`config.mk`:
```
export PLATFORM = sky130hd
export DESIGN_NAME = port_bank
export DESIGN_NICKNAME = d
export VERILOG_FILES = /design/src/rtl/port_bank.sv
export SDC_FILE = /design/constraint.sdc
export NUM_CORES = 1
export LEC_CHECK = 0
export BUFFER_PORTS_ARGS = -buffer_cell sky130_fd_sc_hd__buf_2
export CAP_MARGIN = 15
export CORE_MARGIN = 2
export CORE_UTILIZATION = 42
export DETAILED_ROUTE_END_ITERATION = 12
export MAX_ROUTING_LAYER = met4
export PLACE_DENSITY = 0.81
export SLEW_MARGIN = 30
export SYNTH_ARGS = -nofsm -noshare
export SYNTH_HDL_FRONTEND = slang
export SYNTH_SLANG_ARGS = --single-unit
```
`constraint.sdc`:
```
create_clock -name clk -period 3.1 [get_ports clk]
set_clock_uncertainty 0.15 [all_clocks]
set_input_delay 0.62 -clock clk [delete_from_list [all_inputs] [get_ports clk]]
set_output_delay 0.62 -clock clk [all_outputs]
set_load 0.02 [all_outputs]
```
`src/rtl/port_bank.sv`:
```
module port_bank #(
  parameter int DW = 8,
  parameter int AW = 3,
  parameter logic [DW-1:0] PC_PASS = 8'h03
) (
  input  logic          clk,
  input  logic          rst_n,
  input  logic          cs,
  input  logic          rd,
  input  logic          wr,
  input  logic [AW-1:0] addr,
  input  logic [DW-1:0] din,
  output logic [DW-1:0] dout,
  input  logic [DW-1:0] pa_in,
  input  logic [DW-1:0] in_bus,
  output logic [DW-1:0] pb_out,
  output logic [DW-1:0] pc_out
);

  localparam logic [AW-1:0] LOC_AB  = AW'(0);
  localparam logic [AW-1:0] LOC_INC = AW'(1);

  logic rd_acc, wr_acc;
  logic [DW-1:0] pb_q, pc_q;

  assign rd_acc = cs & rd;
  assign wr_acc = cs & wr;

  always_ff @(posedge clk) begin
    if (!rst_n) begin
      pb_q <= '0;
      pc_q <= '0;
    end else if (wr_acc) begin
      if (addr == LOC_AB)  pb_q <= ~din;
      if (addr == LOC_INC) pc_q <= din ^ ~PC_PASS;
    end
  end

  always_comb begin
    dout = '0;
    if (rd_acc) begin
      case (addr)
        LOC_AB:  dout = ~pa_in;
        LOC_INC: dout = ~in_bus;
        default: dout = '0;
      endcase
    end
  end

  assign pb_out = pb_q;
  assign pc_out = pc_q;

  assert_pb_write_R4: assert property (@(posedge clk) disable iff (!rst_n)
    (cs && wr && addr == LOC_AB) |=> (pb_out == ~$past(din)));

  assert_pc_write_R5: assert property (@(posedge clk) disable iff (!rst_n)
    (cs && wr && addr == LOC_INC) |=>
      (pc_out[DW-1:2] == ~$past(din[DW-1:2]) && pc_out[1:0] == $past(din[1:0])));

  assert_pb_hold_R6: assert property (@(posedge clk) disable iff (!rst_n)
    !(cs && wr && addr == LOC_AB) |=> $stable(pb_out));

  assert_pc_hold_R6: assert property (@(posedge clk) disable iff (!rst_n)
    !(cs && wr && addr == LOC_INC) |=> $stable(pc_out));

  assert_pa_read_R2: assert property (@(posedge clk) disable iff (!rst_n)
    (cs && rd && addr == LOC_AB) |-> (dout == ~pa_in));

  assert_in_read_R3: assert property (@(posedge clk) disable iff (!rst_n)
    (cs && rd && addr == LOC_INC) |-> (dout == ~in_bus));

  assert_quiet_bus_R7: assert property (@(posedge clk) disable iff (!rst_n)
    (!(cs && rd) || addr > LOC_INC) |-> (dout == '0));

endmodule

```
==> metrics, run 1 <==
height of the die=around 47 µm; largest net degree at the start of global routing=25; cell count after placement=about 160; vias after detailed routing=729; R2R depth=1; Met2 Wirelength=~860 µm; Synth area leaders=dfxtp_1 (41%), mux2i_1 (18%), a211oi_1 (7.7%), nand2_1 (7.7%), nor2b_1 (6.4%); global-route usage over all layers=17.3%; # setup viols final=0; synth unique cells=16; area post-placement=1050 µm²; Avg Inst Size Synth=9.54 µm²; postcts setup bufs=0; Final Slew Violations=0; arrival time of the worst setup path=1.61 ns; slowest CP cell=nand4bb_1; Fin Setup TNS=0 ns; met3 wire length=about 120 µm; final std cells w/o fill=between 150 and 200; Buf/Inv on CP=2; area delta synth->final=39.0%; IO Port Bufs=between 50 and 60; Sw Share=22.7%; Overflow after GRT=0; dpl hpwl=roughly 1300 µm; Min-Delay Path Class=flop to flop; maximum VDD drop=0.289 mV; CP endpoint=dout[1]; Synth area leader=dfxtp_1; switching power=about 0.09 mW; Placer Congestion=~0.64; ant diodes=0; worst hold slack=between 0.3 and 0.4 ns; worst r2r src=pb_out[0]; post-CTS sizing=0; RSZ-0062 raised after global routing=false; FF+latch area=around 320 µm²; CTS tree=done; Final Hold Vio Count=0; mapped cell area=between 700 and 800 µm²; crit path from=addr[2]; later-pin clock latency in the skew report=0.28 ns; WS Path Type=primary input to output port; Clock transition at path regs=roughly 0.090 ns; power share of the combinational group=between 10 and 15%; CP delay by family, top=simple AND/OR/NAND/NOR gates; vias in the first global route=630; WP depth=4; first drt pass iteration count=3; Internal Power=slightly above 0.3 mW; worst slew pin tran=about 0.43 ns; row cnt=15; final setup margin=~0.72 ns; synthesis-stage register bit count=16; M1 wire length=695 µm; die width=between 40 and 50 µm; YS warnings=0; total leakage power=0.591 nW; first-pass GRT wire length=approximately 2600 µm; sequence of cells on the critical path=buf_2 > nand4bb_1 > a211oi_1 > buf_2; critical path's largest stage delay=~0.36 ns; Synth Instances=82; post-synth net total=114; max_slew headroom=71.0%; uppermost layer routed=met3; initial antenna violation count=0; Most common cell on crit path=buf_2; Clock Power Share=approximately 33%; Sequential Power Share=approximately 53%; wirelength, routed=1680 µm; crit path max fanout=8; hold wc startpoint=pc_out[6]; Crit. End Element=output port; reg2reg end=pb_out[0]; hold-critical path depth=2; CTS Hold Bufs=0; DRT iter0 DRCs=2; multi-input logic area=between 400 and 500 µm²; fill count=around 170; max cap viols=0; via/cell ratio=4.56; flop-to-flop setup slack=around 2.3 ns; drt drc=0; Final nets=168; I/O Pins=56; share of layout cells above drive strength 1=between 40% and 50%; core area=roughly 1700 µm²; final period utilization=between 70 and 80%; fmax=421 MHz; Tmin final=2.38 ns; pwr dens=roughly 370 nW/µm²; share of the synthesized area in the top cell type=approximately two fifths; H-tree levels=1; die area=around 2200 µm²; wire per inst=~11 µm; clock tree buffer depth=2; outcome=finished, final reports clean; Worst setup SP type=primary input; pre-CTS setup slack=0.726 ns; cts bufs inserted=3; ANT nets after route=0; post-route cell area=1090 µm²; CP required=about 2.3 ns; CTS Root Cell=clkbuf_4; sequential fraction of the synthesis area=41.0%; CTS Sinks=16; initial core utilization=44.8%
per-layer routing:
metal	vias up	GRT usage, %
met3	0	6.15
met2	23	31.8
met1	316	17.7
li1	390	-
met4	0	3.33
met5	-	-
layout by cell type (no fill, tap or decap), drive strengths merged:
cell type / netlist / routed
clkbuf: 1 / 4
a211oi: 8 / 8
nand2b: 6 / 6
mux2i: 14 / 14
nand2: 17 / 17
buf: 5 / 55
nand3b: 2 / 2
o211a: 2 / 2
nand4bb: 1 / 1
and2b: 1 / 1
nor2b: 8 / 8
and4bb: 1 / 1
dfxtp: 16 / 16
power groups by stage:
stage	clock [mW]	combinational (mW)	sequential, mW
after floorplan	0	0.0275	0.218
after global placement	0	0.0541	0.214
after detailed placement	0	0.0558	0.214
after CTS	0.137	0.0559	0.210
after global routing	0.147	0.0613	0.210
final	0.133	0.0552	0.210
final cells by class:
type,instances,area share [%]
clock buffers,4,3.34
multi-input cells,60,39.0
flip-flops and latches,16,29.5
well taps,25,2.88
repair buffers,55,25.3
cells in the mapped netlist:
| cell type | count |
|---|---|
| and4bb_4 | 1 |
| a211oi_1 | 8 |
| buf_2 | 3 |
| nand3b_1 | 2 |
| dfxtp_1 | 16 |
| buf_6 | 1 |
| nand4bb_1 | 1 |
| clkbuf_1 | 1 |
| nand2_2 | 1 |
| buf_4 | 1 |
| nand2_1 | 16 |
| o211a_1 | 2 |
| nand2b_1 | 6 |
| mux2i_1 | 14 |
| nor2b_1 | 8 |
| and2b_1 | 1 |
flip-flops by register name, indices dropped and copies added (netlist names):
name and flops:
pb_out 8, pc_out 8
worst min path at each step:
stage | to | slack (ns)
2_1_floorplan | pb_out[2] | 0.38
3_3_place_gp | pb_out[7] | 0.29
3_5_place_dp | pc_out[3] | 0.30
4_1_cts | pc_out[4] | 0.32
5_1_grt | pc_out[5] | 0.33
6_report | pc_out[6] | 0.31
cell families after synthesis:
logic type,Yosys count,synth area share [%]
compound gates,10,10.2
buf+inv,6,4.80
flops,16,41.0
mux,14,17.9
simple gates,36,26.1
per-stage QoR:
step / total power, mW / utilization (%)
2_1_floorplan: 0.246 / -
3_3_place_gp: 0.268 / 60.2
3_5_place_dp: 0.270 / 60.2
4_1_cts: 0.402 / 62.3
5_1_grt: 0.419 / 62.3
6_report: 0.398 / 62.3
Note: power is estimated with default switching activity, not from simulation.
==> run 2, diff against run 1 <==
--- a/config.mk
+++ b/config.mk
@@ -8,10 +8,10 @@
 export BUFFER_PORTS_ARGS = -buffer_cell sky130_fd_sc_hd__buf_2
 export CAP_MARGIN = 15
 export CORE_MARGIN = 2
-export CORE_UTILIZATION = 42
+export CORE_UTILIZATION = 39
 export DETAILED_ROUTE_END_ITERATION = 12
 export MAX_ROUTING_LAYER = met4
-export PLACE_DENSITY = 0.81
+export PLACE_DENSITY = 0.76
 export SLEW_MARGIN = 30
 export SYNTH_ARGS = -nofsm -noshare
 export SYNTH_HDL_FRONTEND = slang
==> constraint.sdc (replaced) <==
create_clock -name clk -period 2.3 [get_ports clk]
set_clock_uncertainty 0.15 [all_clocks]
set_input_delay 0.46 -clock clk [delete_from_list [all_inputs] [get_ports clk]]
set_output_delay 0.46 -clock clk [all_outputs]
set_load 0.02 [all_outputs]
==> run 2 against run 1 <==
Worst setup slack worse by 0.57 ns. Sequential share of layout area grew 0.31 points. Final cell count increased by 0.63%. Critical path type unchanged. Sequential power grew 34%.
==> metrics, run 2 (same netlist as run 1, synthesis figures left out) <==
area post-placement=about 1100 µm²; CP required=1.69 ns; row cnt=16; height of the die=between 40 and 50 µm; worst slew pin tran=roughly 0.4 ns; hold wc startpoint=din[0]; IO Port Bufs=55; global-route usage over all layers=between 10% and 20%; Final Hold Vio Count=0; total leakage power=0.584 nW; DRT iter0 DRCs=1; commonest non-fill, non-tap cell in the layout=buf_2; final std cells w/o fill=approximately 160; RSZ-0062 raised after global routing=false; max_slew headroom=between 70% and 80%; final setup margin=0.159 ns; initial antenna violation count=0; via/cell ratio=about 4.7; area delta synth->final=37.6%; pwr dens=roughly 460 nW/µm²; postcts setup bufs=0; vias after detailed routing=761; I/O Pins=56; final period utilization=between 90% and 100%; outcome=finished, final reports clean; core area=around 1900 µm²; CTS Root Cell=clkbuf_4; crit path from=addr[2]; Fin Setup TNS=0 ns; # setup viols final=0; first drt pass iteration count=3; ant diodes=0; Placer Congestion=about 0.65; pre-CTS setup slack=approximately 0.15 ns; clock tree buffer depth=2; maximum VDD drop=around 0.37 mV; die width=48.8 µm; CTS Hold Bufs=0; cell count after placement=around 160; WS Path Type=primary input to output port; Final nets=between 150 and 200; crit path max fanout=8; wirelength, routed=approximately 1800 µm; H-tree levels=1; post-CTS sizing=0; Overflow after GRT=0; cts bufs inserted=3; arrival time of the worst setup path=between 1.5 and 2 ns; max cap viols=0; fmax=~470 MHz; die area=roughly 2400 µm²; first-pass GRT wire length=~3000 µm; post-route cell area=roughly 1100 µm²; Worst setup SP type=primary input; most frequent cells in the layout=buf_2 (55), nand2_1 (16), dfxtp_1 (16), mux2i_1 (14); CTS tree=done; Min-Delay Path Class=primary input to flop; ANT nets after route=0; initial core utilization=40.7%; vias in the first global route=between 700 and 800; worst r2r src=pb_out[1]; Clock transition at path regs=approximately 0.080 ns; CTS Sinks=16; drt drc=0; fin util=56.0%; wire per inst=about 11 µm; later-pin clock latency in the skew report=about 0.27 ns; Tmin final=approximately 2.1 ns; Final Slew Violations=0; largest net degree at the start of global routing=25; dpl hpwl=approximately 1400 µm; share of layout cells above drive strength 1=between 40 and 50%; Crit. End Element=output port
[run 2: final timing paths]
path                                   to  slack, ns  cells past startpoint
worst max-delay path              dout[4]       0.16                      4
worst min-delay path            pc_out[0]       0.29                      3
worst max register to register  pb_out[1]       1.52                      1
worst min register to register  pc_out[5]       0.31                      2
[run 2: metal layers]
metal / GRT usage (%) / vias to the layer above / wire [µm]
li1: - / 389 / -
met1: 18.6 / 344 / 722
met2: 27.6 / 26 / 923
met3: 3.99 / 2 / 117
met4: 5.24 / 0 / 7
met5: - / - / 0
[run 2: cell type report]
class | instances | area, µm²
clock buffer | 3 | 22.5
fill | 196 | 846
multi-input combinational | 60 | 424
sequential | 16 | 320
tap | 27 | 33.8
timing repair buffer | 55 | 275
[run 2: report_power, final]
part	switching (mW)	internal [mW]	total [mW]
sequential	0.00174	0.281	0.282
clock	0.0767	0.0605	0.137
combinational	0.0382	0.0371	0.0753
[run 2: worst max-delay path, cell delays in order]
cell and delay (ns):
buf_2 0.10, nand4bb_1 0.39, a211oi_1 0.36, buf_2 0.21
[run 2: per-stage QoR]
step | hold WS (ns) | total power [mW]
6_report | 0.293 | 0.495
5_1_grt | 0.279 | 0.522
4_1_cts | 0.282 | 0.503
3_5_place_dp | 0.293 | 0.365
3_3_place_gp | 0.292 | 0.362
2_1_floorplan | 0.382 | 0.331
